`src/rtl/mesi_pkg.sv`:
```
package mesi_pkg;
   typedef enum logic [1:0] {
      LS_INV = 2'd0,
      LS_SHR = 2'd1,
      LS_EXC = 2'd2,
      LS_MOD = 2'd3
   } line_st_t;

   typedef enum logic [2:0] {
      BC_IDLE   = 3'd0,
      BC_RDMISS = 3'd1,
      BC_WRMISS = 3'd2,
      BC_INVAL  = 3'd3,
      BC_WBACK  = 3'd4
   } bus_cmd_t;

   typedef enum logic [1:0] {
      FS_IDLE  = 2'd0,
      FS_ARB   = 2'd1,
      FS_EVICT = 2'd2,
      FS_XFER  = 2'd3
   } fsm_st_t;
endpackage

```
`src/rtl/mesi_line_store.sv`:
```
module mesi_line_store
   import mesi_pkg::*;
#(
   parameter int LINES  = 4,
   parameter int TAG_W  = 6,
   parameter int DATA_W = 16,
   localparam int IDX_W = $clog2(LINES)
) (
   input  logic              clk,
   input  logic              rst_n,
   input  logic [IDX_W-1:0]  rd_idx,
   output line_st_t          rd_state,
   output logic [TAG_W-1:0]  rd_tag,
   output logic [DATA_W-1:0] rd_data,
   input  logic              wr_en,
   input  logic              wr_fill,
   input  logic [IDX_W-1:0]  wr_idx,
   input  line_st_t          wr_state,
   input  logic [TAG_W-1:0]  wr_tag,
   input  logic [DATA_W-1:0] wr_data
);
   line_st_t          st_q   [LINES];
   logic [TAG_W-1:0]  tag_q  [LINES];
   logic [DATA_W-1:0] data_q [LINES];

   for (genvar i = 0; i < LINES; i++) begin : g_line
      always_ff @(posedge clk or negedge rst_n) begin
         if (!rst_n) begin
            st_q[i]   <= LS_INV;
            tag_q[i]  <= '0;
            data_q[i] <= '0;
         end else if (wr_en && wr_idx == IDX_W'(i)) begin
            st_q[i] <= wr_state;
            if (wr_fill) begin
               tag_q[i]  <= wr_tag;
               data_q[i] <= wr_data;
            end
         end
      end
   end

   assign rd_state = st_q[rd_idx];
   assign rd_tag   = tag_q[rd_idx];
   assign rd_data  = data_q[rd_idx];
endmodule

```
`src/rtl/mesi_snoop_unit.sv`:
```
module mesi_snoop_unit
   import mesi_pkg::*;
#(
   parameter int TAG_W  = 6,
   parameter int DATA_W = 16
) (
   input  logic              bus_gnt,
   input  logic [2:0]        snp_cmd,
   input  logic [TAG_W-1:0]  snp_tag,
   input  line_st_t          line_state,
   input  logic [TAG_W-1:0]  line_tag,
   input  logic [DATA_W-1:0] line_data,
   output logic              snp_active,
   output logic              upd_en,
   output line_st_t          upd_state,
   output logic              shared_o,
   output logic              supply_o,
   output logic [DATA_W-1:0] supply_data
);
   logic is_rd, is_wr, is_inv, hit;

   assign is_rd      = snp_cmd == BC_RDMISS;
   assign is_wr      = snp_cmd == BC_WRMISS;
   assign is_inv     = snp_cmd == BC_INVAL;
   assign snp_active = !bus_gnt && (is_rd || is_wr || is_inv);
   assign hit        = snp_active && line_state != LS_INV && line_tag == snp_tag;
   assign upd_en     = hit;
   assign shared_o   = hit && is_rd;
   assign supply_o   = hit && line_state == LS_MOD && (is_rd || is_wr);
   assign supply_data = supply_o ? line_data : '0;

   always_comb begin
      upd_state = line_state;
      if (is_rd) upd_state = LS_SHR;
      else       upd_state = LS_INV;
   end
endmodule

```
`src/rtl/mesi_cpu_fsm.sv`:
```
module mesi_cpu_fsm
   import mesi_pkg::*;
#(
   parameter int ADDR_W = 8,
   parameter int DATA_W = 16,
   parameter int LINES  = 4,
   localparam int IDX_W = $clog2(LINES),
   localparam int TAG_W = ADDR_W - IDX_W
) (
   input  logic              clk,
   input  logic              rst_n,
   input  logic              cpu_req,
   input  logic              cpu_we,
   input  logic [ADDR_W-1:0] cpu_addr,
   input  logic [DATA_W-1:0] cpu_wdata,
   output logic              cpu_done,
   output logic [DATA_W-1:0] cpu_rdata,
   input  logic              snp_active,
   input  line_st_t          line_state,
   input  logic [TAG_W-1:0]  line_tag,
   input  logic [DATA_W-1:0] line_data,
   input  logic              bus_gnt,
   input  logic              shared_i,
   input  logic [DATA_W-1:0] bus_rdata_i,
   output logic              bus_req,
   output logic [2:0]        bus_cmd,
   output logic [ADDR_W-1:0] bus_addr,
   output logic [DATA_W-1:0] bus_data,
   output logic              wr_en,
   output logic              wr_fill,
   output line_st_t          wr_state,
   output logic [DATA_W-1:0] wr_data
);
   fsm_st_t st_q, st_d;
   logic    hit, owned;

   assign hit   = line_state != LS_INV && line_tag == cpu_addr[ADDR_W-1:IDX_W];
   assign owned = line_state == LS_MOD || line_state == LS_EXC;
   assign bus_req = st_q != FS_IDLE;

   always_comb begin
      st_d      = st_q;
      cpu_done  = 1'b0;
      cpu_rdata = '0;
      bus_cmd   = BC_IDLE;
      bus_addr  = '0;
      bus_data  = '0;
      wr_en     = 1'b0;
      wr_fill   = 1'b0;
      wr_state  = LS_MOD;
      wr_data   = cpu_wdata;
      unique case (st_q)
         FS_IDLE: if (cpu_req && !snp_active) begin
            if (hit && (!cpu_we || owned)) begin
               cpu_done  = 1'b1;
               cpu_rdata = line_data;
               wr_en     = cpu_we;
               wr_fill   = cpu_we;
            end else begin
               st_d = FS_ARB;
            end
         end
         FS_ARB: if (bus_gnt) begin
            st_d = (line_state == LS_MOD && !hit) ? FS_EVICT : FS_XFER;
         end
         FS_EVICT: begin
            bus_cmd  = BC_WBACK;
            bus_addr = {line_tag, cpu_addr[IDX_W-1:0]};
            bus_data = line_data;
            st_d     = FS_XFER;
         end
         FS_XFER: begin
            cpu_done = 1'b1;
            wr_en    = 1'b1;
            wr_fill  = 1'b1;
            bus_addr = cpu_addr;
            st_d     = FS_IDLE;
            if (cpu_we) begin
               bus_cmd = (hit && line_state == LS_SHR) ? BC_INVAL : BC_WRMISS;
            end else begin
               bus_cmd   = BC_RDMISS;
               cpu_rdata = bus_rdata_i;
               wr_data   = bus_rdata_i;
               wr_state  = shared_i ? LS_SHR : LS_EXC;
            end
         end
         default: st_d = FS_IDLE;
      endcase
   end

   always_ff @(posedge clk or negedge rst_n) begin
      if (!rst_n) st_q <= FS_IDLE;
      else        st_q <= st_d;
   end
endmodule

```
`src/rtl/mesi_line_ctrl.sv`:
```
module mesi_line_ctrl
   import mesi_pkg::*;
#(
   parameter int ADDR_W = 8,
   parameter int DATA_W = 16,
   parameter int LINES  = 4
) (
   input  logic              clk,
   input  logic              rst_n,
   input  logic              cpu_req,
   input  logic              cpu_we,
   input  logic [ADDR_W-1:0] cpu_addr,
   input  logic [DATA_W-1:0] cpu_wdata,
   output logic              cpu_done,
   output logic [DATA_W-1:0] cpu_rdata,
   output logic              bus_req,
   input  logic              bus_gnt,
   output logic [2:0]        bus_cmd_o,
   output logic [ADDR_W-1:0] bus_addr_o,
   output logic [DATA_W-1:0] bus_data_o,
   input  logic [DATA_W-1:0] bus_rdata_i,
   input  logic              shared_i,
   input  logic [2:0]        snp_cmd_i,
   input  logic [ADDR_W-1:0] snp_addr_i,
   output logic              shared_o,
   output logic              supply_o,
   output logic [DATA_W-1:0] supply_data_o
);
   localparam int IDX_W = $clog2(LINES);
   localparam int TAG_W = ADDR_W - IDX_W;

   if (LINES < 2 || (LINES & (LINES - 1)) != 0) begin : g_bad_lines
      $error("LINES must be a power of two of at least 2");
   end
   if (TAG_W < 1) begin : g_bad_addr
      $error("ADDR_W must exceed the index width");
   end
   if (DATA_W < 1) begin : g_bad_data
      $error("DATA_W must be positive");
   end

   line_st_t          rd_state, snp_upd_state, fsm_wr_state, wr_state;
   logic [TAG_W-1:0]  rd_tag;
   logic [DATA_W-1:0] rd_data, fsm_wr_data;
   logic              snp_active, snp_upd, fsm_wr_en, fsm_wr_fill;
   logic [IDX_W-1:0]  rd_idx;

   assign rd_idx   = snp_active ? snp_addr_i[IDX_W-1:0] : cpu_addr[IDX_W-1:0];
   assign wr_state = snp_upd ? snp_upd_state : fsm_wr_state;

   mesi_line_store #(.LINES(LINES), .TAG_W(TAG_W), .DATA_W(DATA_W)) store_i (
      .clk      (clk),
      .rst_n    (rst_n),
      .rd_idx   (rd_idx),
      .rd_state (rd_state),
      .rd_tag   (rd_tag),
      .rd_data  (rd_data),
      .wr_en    (snp_upd || fsm_wr_en),
      .wr_fill  (!snp_upd && fsm_wr_fill),
      .wr_idx   (rd_idx),
      .wr_state (wr_state),
      .wr_tag   (cpu_addr[ADDR_W-1:IDX_W]),
      .wr_data  (fsm_wr_data)
   );

   mesi_snoop_unit #(.TAG_W(TAG_W), .DATA_W(DATA_W)) snoop_i (
      .bus_gnt     (bus_gnt),
      .snp_cmd     (snp_cmd_i),
      .snp_tag     (snp_addr_i[ADDR_W-1:IDX_W]),
      .line_state  (rd_state),
      .line_tag    (rd_tag),
      .line_data   (rd_data),
      .snp_active  (snp_active),
      .upd_en      (snp_upd),
      .upd_state   (snp_upd_state),
      .shared_o    (shared_o),
      .supply_o    (supply_o),
      .supply_data (supply_data_o)
   );

   mesi_cpu_fsm #(.ADDR_W(ADDR_W), .DATA_W(DATA_W), .LINES(LINES)) fsm_i (
      .clk         (clk),
      .rst_n       (rst_n),
      .cpu_req     (cpu_req),
      .cpu_we      (cpu_we),
      .cpu_addr    (cpu_addr),
      .cpu_wdata   (cpu_wdata),
      .cpu_done    (cpu_done),
      .cpu_rdata   (cpu_rdata),
      .snp_active  (snp_active),
      .line_state  (rd_state),
      .line_tag    (rd_tag),
      .line_data   (rd_data),
      .bus_gnt     (bus_gnt),
      .shared_i    (shared_i),
      .bus_rdata_i (bus_rdata_i),
      .bus_req     (bus_req),
      .bus_cmd     (bus_cmd_o),
      .bus_addr    (bus_addr_o),
      .bus_data    (bus_data_o),
      .wr_en       (fsm_wr_en),
      .wr_fill     (fsm_wr_fill),
      .wr_state    (fsm_wr_state),
      .wr_data     (fsm_wr_data)
   );
endmodule

```
`config.mk`:
```
export PLATFORM = sky130hd
export DESIGN_NAME = mesi_line_ctrl
export DESIGN_NICKNAME = d
export VERILOG_FILES = /design/src/rtl/mesi_pkg.sv /design/src/rtl/mesi_line_store.sv /design/src/rtl/mesi_snoop_unit.sv /design/src/rtl/mesi_cpu_fsm.sv /design/src/rtl/mesi_line_ctrl.sv
export SDC_FILE = /design/constraint.sdc
export NUM_CORES = 1
export LEC_CHECK = 0
export CORE_MARGIN = 5
export CORE_UTILIZATION = 54
export CTS_CLUSTER_SIZE = 20
export DETAILED_ROUTE_END_ITERATION = 8
export PLACE_DENSITY = 0.83
export SETUP_SLACK_MARGIN = 0.3
export SLEW_MARGIN = 20
export SYNTH_ARGS = -nofsm -noshare
export SYNTH_HDL_FRONTEND = slang
export SYNTH_SLANG_ARGS = --single-unit
export TNS_END_PERCENT = 20
```
`constraint.sdc`:
```
create_clock -name clk -period 3.9 [get_ports clk]
set_input_delay 0.39 -clock clk [delete_from_list [all_inputs] [get_ports clk]]
set_output_delay 0.39 -clock clk [all_outputs]
set_load 0.1 [all_outputs]
```
After elaboration in Yosys (flattened, before gate mapping)
Index checks and enable logic that the tools add are counted.
- flip-flop bits (word level): 98
- input bits: 57
- output and inout bits: 63
- logic and storage cells: 105
- magnitude comparators: 1
- equal/unequal tests: 17
- mux-type cells: 38
- bitwise operators: 1
- reduce and logical (&&, ||, !) cells: 35
- operators with widths (operator ; count):
    two-way mux 16 bit ; 9
    binary-select mux 16 bit (select 2 bit) ; 1
    one-hot mux 16 bit (2 select lines) ; 1
    two-way mux 2 bit ; 10
    logical AND 1 bit ; 16
    one-hot mux 8 bit (2 select lines) ; 1
    binary-select mux 6 bit (select 2 bit) ; 1
    == test 2 bit, second input constant ; 6
    == test 6 bit ; 2
    two-way mux 6 bit ; 2
    one-hot mux 2 bit (4 select lines) ; 1
    AND reduction 2 bit ; 4
    two-way mux 1 bit ; 7
    == test 2 x 1 -> 1 bit, second input constant ; 3
    == test 3 x 2 -> 1 bit, second input constant ; 2
    one-hot mux 3 bit (2 select lines) ; 1
    zero test 1 bit ; 5
    logical OR 1 bit ; 5
    binary-select mux 2 bit (select 2 bit) ; 1
    zero test 2 bit ; 2
    inequality test 2 bit, second input constant ; 2
    one-hot mux 1 bit (2 select lines) ; 2
    nonzero test 2 bit ; 2
    == test 3 x 1 -> 1 bit, second input constant ; 1
    other kinds (5) ; 5

Logic depth before layout (Yosys ltp)
- word-level depth: 19
- depth in mapped cells: 14
- gate-level depth less buffers: 9

By module
From an unflattened synthesis, not the netlist that was laid out.
- cell total of the unflattened synthesis: 413
- area total of the unflattened synthesis: 5661.7 um^2
- by module, submodules not included (module ; instances ; cells each ; area an instance (um^2) ; seq. area each (um^2)):
    mesi_line_store ; 1 ; 238 ; 4177.8 ; 2402.3
    mesi_cpu_fsm ; 1 ; 108 ; 909.6 ; 50.0
    mesi_snoop_unit ; 1 ; 61 ; 506.7 ; 0.0
    mesi_line_ctrl ; 1 ; 6 ; 67.6 ; 0.0

Worst setup path after synthesis
No wires, ideal clock.
- kind: input -> output
- start point: input snp_cmd_i[2]
- end point: output supply_data_o[10]
- arrival time: 4441 ps
- data required time: 3510 ps
- setup slack: -931 ps
- stages: 12
- cell sequence: or2_1 buf_4 nor2_2 mux2_4 or4_1 and3_1 or4_1 buf_2 or3_1 buf_2 buf_6 nor2_1
- word-level cells in the longest chain between the ends: 15
- ends and longest elaborated chain (element ; RTL line ; source):
    start, declared ; mesi_line_ctrl.sv:23 ; input logic [2:0] snp_cmd_i,
    parallel branches: the longest is 14 deep, another holds binary-select mux 6 bit (select 2 bit) ; n/a ;
    two-way mux 16 bit (*) ; mesi_snoop_unit.sv:30 ; assign supply_data = supply_o ? line_data : '0;
    end, declared ; mesi_line_ctrl.sv:27 ; output logic [DATA_W-1:0] supply_data_o
Every way passes the cells marked *. The select of a mux whose other input is x is not followed.

Worst setup path after layout
- start point: input snp_cmd_i[1]
- end point: output supply_data_o[0]
The elaborated chain is that of the path after synthesis.

==> out/qor.yml <==
wl_per_cell_um: 21.15
io-pin-count: 120
powerDensity_nw_per_um2: 688.8
htreeDepth: 3
hpwl_mm: 16.24
overflow: 0
timing.final.ws_setup_ps: 162.8
viasPerCell: 6.145
synth_cells: 761
fin_cells: 1112
comb_power_share_pct: 58.1
drive_above_1_share_pct: 31.60
grt_antenna_before_repair: 0
avgSynthCellArea_um2: 9.003
fp.dieW_um: 122.6
multiInputGateArea_um2: 4293
synth_seq_cells: 98
rsz0062_at_grt: "yes"
slowest_stage: "or4_4"
path_class: "in2out"
max-cap-violations: 0
n_antenna_cell: 0
internal-power_mw: 3.591
finalSetupTns_ps: 0
clock-root-buffer: "clkbuf_16"
path_max_fanout: 8
cts.sinks: 98
synthFlopType: "dfrtp_1"
ir_worst_vdd_mv: 0.5318
grt_pass1_vias: 7100
slew_headroom_pct: 35.45
regArea_um2: 2452
fillers: 781
ys_warn_count: 0
cts_buffer_depth: 2
syn2layout_area_growth_pct: 45.25
slowest_delay_ps: 480
grt_pass1_wl_mm: 37.90
io_buffer_count: 119
max_freq_mhz: 267.6
cp.arrival_ps: 3350
min_path_type: "in2async"
netSwitchingFraction_pct: 47.61
first_iter_violations: 680
initial_core_util_pct: 54.74
outcome: "finished clean"
syn_area_um2: 6852
dieArea_um2: 15040
required_ps: 3510
coreArea_um2: 12520
clk_pin_slew_worst_paths_ps: 70
hold_viol: 0
vias: 6833
clk_latency_ps: 360
grt_start_max_net_pins: 74
yosysUniqueCellTypes: 71
track_usage_pct: 32.68
tritoncts: "done"
dr.pass1.iters: 5
critical_path.cell_chain: "buf_2 -> buf_6 -> nor2_4 -> buf_12 -> nor2_4 -> mux2_4 -> or4_4 -> and3_4 -> or4_4 -> or3_4 -> buf_16 -> nor2_4 -> buf_12"
drc: 0
skew_ps: 9.399
nets: 996
p_seq_share_pct: 28.4
ys_seq_area_share_pct: 35.79
crit_path_end_kind: "output pin"
setup_viol: 0
post-route-min-period_ps: 3737
numCtsBuffers: 9
die_h_um: 122.6
synth_edf_count: 0
dp_slack_ps: -204.8
clkPwrFrac_pct: 13.5
gp_congestion: 0.9714
slew_viol_final: 0
async_flop_share_pct: 100.0
syn_nets: 822
switchingPower_mw: 3.264
start_kind: "input port"
finalCritPeriodShare_pct: 95.83
routed_wl_mm: 23.52
dp.cells: 1077
placementRows: 41
leakage_nw: 4.298
tightestPinTransition_ps: 965.2
crit_top_cell: "nor2_4"
ant_nets: 0
==> kinds of logic (layout without fill, tap and decap cells) <==
kind of cell / Yosys count / in the layout / share of synthesized area, %
compound gates: 123 / 123 / 13.68
xor+xnor: 7 / 7 / 0.8948
fa+ha+maj: 4 / 4 / 0.7305
buf+inv: 66 / 244 / 5.369
flops: 98 / 98 / 35.79
mux: 95 / 95 / 17.71
simple gates: 368 / 369 / 25.82
==> synth_stat cells (5+ instances only) <==
cell | instances | area share (%)
nor3b_1 | 5 | 0.55
clkbuf_1 | 23 | 1.3
buf_1 | 5 | 0.27
mux2i_1 | 5 | 0.73
inv_1 | 10 | 0.55
nand2b_1 | 37 | 3.4
nor3_1 | 10 | 0.73
o21ai_0 | 10 | 0.73
a22o_1 | 5 | 0.64
a22oi_1 | 14 | 1.5
nand2_1 | 173 | 9.5
buf_6 | 11 | 1.8
o211ai_1 | 7 | 0.77
a311oi_1 | 5 | 0.64
or3_1 | 10 | 0.91
nand3_1 | 36 | 2.6
o21a_1 | 18 | 2.0
dfrtp_1 | 98 | 36
mux2_1 | 41 | 6.7
mux2_4 | 40 | 8.8
a211oi_1 | 21 | 2.3
buf_2 | 12 | 0.88
mux2_2 | 9 | 1.5
xnor2_1 | 5 | 0.64
nor2_1 | 60 | 3.3
a21oi_1 | 11 | 0.80
==> per-layer routing <==
layer / track usage [%] / vias up / part of all wire (%)
met5: 0 / - / 0
met4: 13.16 / 0 / 3.2
met3: 7.880 / 61 / 8.5
li1: - / 3028 / -
met1: 40.69 / 3343 / 39
met2: 54.69 / 401 / 49
==> repair_timing <==
item,4_1_cts,5_1_grt
gates cloned,4,0
endpoints found under the setup margin,127,35
hold buffers,0,0
buffers inserted,15,0
resized for setup,45,5
pin swaps,15,3
==> registers in the layout, indices dropped and copies added (netlist names) <==
signal	cells
store_i.data_q	64
store_i.tag_q	24
fsm_i.st_q	2
store_i.st_q	8
==> power groups by stage <==
stage | logic [mW] | clock network (mW) | registers [mW]
4_1_cts | 3.97 | 0.932 | 1.91
6_report | 3.99 | 0.923 | 1.95
2_1_floorplan | 2.73 | 0 | 1.75
5_1_grt | 4.21 | 0.978 | 1.98
3_3_place_gp | 3.81 | 0 | 1.87
3_5_place_dp | 3.90 | 0 | 1.91
==> metrics by stage <==
stage                     cell area (um2)  power (mW)  hold slack [ps]  utilization [%]
final                                9952       6.855            151.0            79.51
after global routing                 9952       7.172            232.2            79.51
after CTS                            9935       6.809            184.4            79.37
after detailed placement             9387       5.815            474.6            74.99
after global placement               9387       5.675            466.3            74.99
after floorplan                      7066       4.480            94.41                -
==> path summary, 6_finish.rpt <==
path / startpoint / to / slack, ps / cells after the start
worst max register to register: store_i.tag_q[5] / store_i.data_q[35] / 670 / 11
worst min register to register: store_i.data_q[51] / store_i.data_q[51] / 490 / 1
worst min-delay path: rst_n / fsm_i.st_q[1] / 150 / 1
max in group asynchronous: rst_n / store_i.tag_q[13] / 2810 / 2
worst max-delay path: snp_cmd_i[1] / supply_data_o[0] / 160 / 13
min in group clk: store_i.data_q[51] / store_i.data_q[51] / 490 / 1
==> worst max-delay path, delay by kind of cell <==
family / cells / cell delay [ps]
buffers and inverters: 5 / 750
AND/OR/NAND/NOR: 7 / 1870
multiplexers: 1 / 320
==> final cells by class <==
cell class              instances  area share, %
multi-input cells             598          43.14
repair buffers                217          26.59
flip-flops and latches         98          24.64
clock buffers                  11          2.439
well taps                     172          2.162
clock inverters                 5         0.6160
inverters                      11         0.4149
==> placed cells by master (no fill, tap or decap), types with 5 or more instances in the layout <==
master | Yosys | final
nor2_2 | 2 | 17
nor2_1 | 60 | 27
buf_6 | 11 | 6
a311oi_1 | 5 | 5
buf_4 | 3 | 86
inv_1 | 10 | 10
a211oi_1 | 21 | 18
o211ai_1 | 7 | 7
nor3_1 | 10 | 10
o21a_1 | 18 | 18
mux2_2 | 9 | 9
o21ai_0 | 10 | 9
dfrtp_1 | 98 | 98
mux2_1 | 41 | 41
nand2b_1 | 37 | 37
nor3b_1 | 5 | 5
nand2_1 | 173 | 173
xnor2_1 | 5 | 5
nand3_1 | 36 | 36
clkdlybuf4s50_1 | 0 | 48
clkbuf_16 | 0 | 9
buf_12 | 0 | 66
or3_1 | 10 | 9
a21oi_1 | 11 | 8
mux2_4 | 40 | 40
nor2_4 | 1 | 19
a22oi_1 | 14 | 14
a22o_1 | 5 | 5
Power figures use the tool's default switching activity.
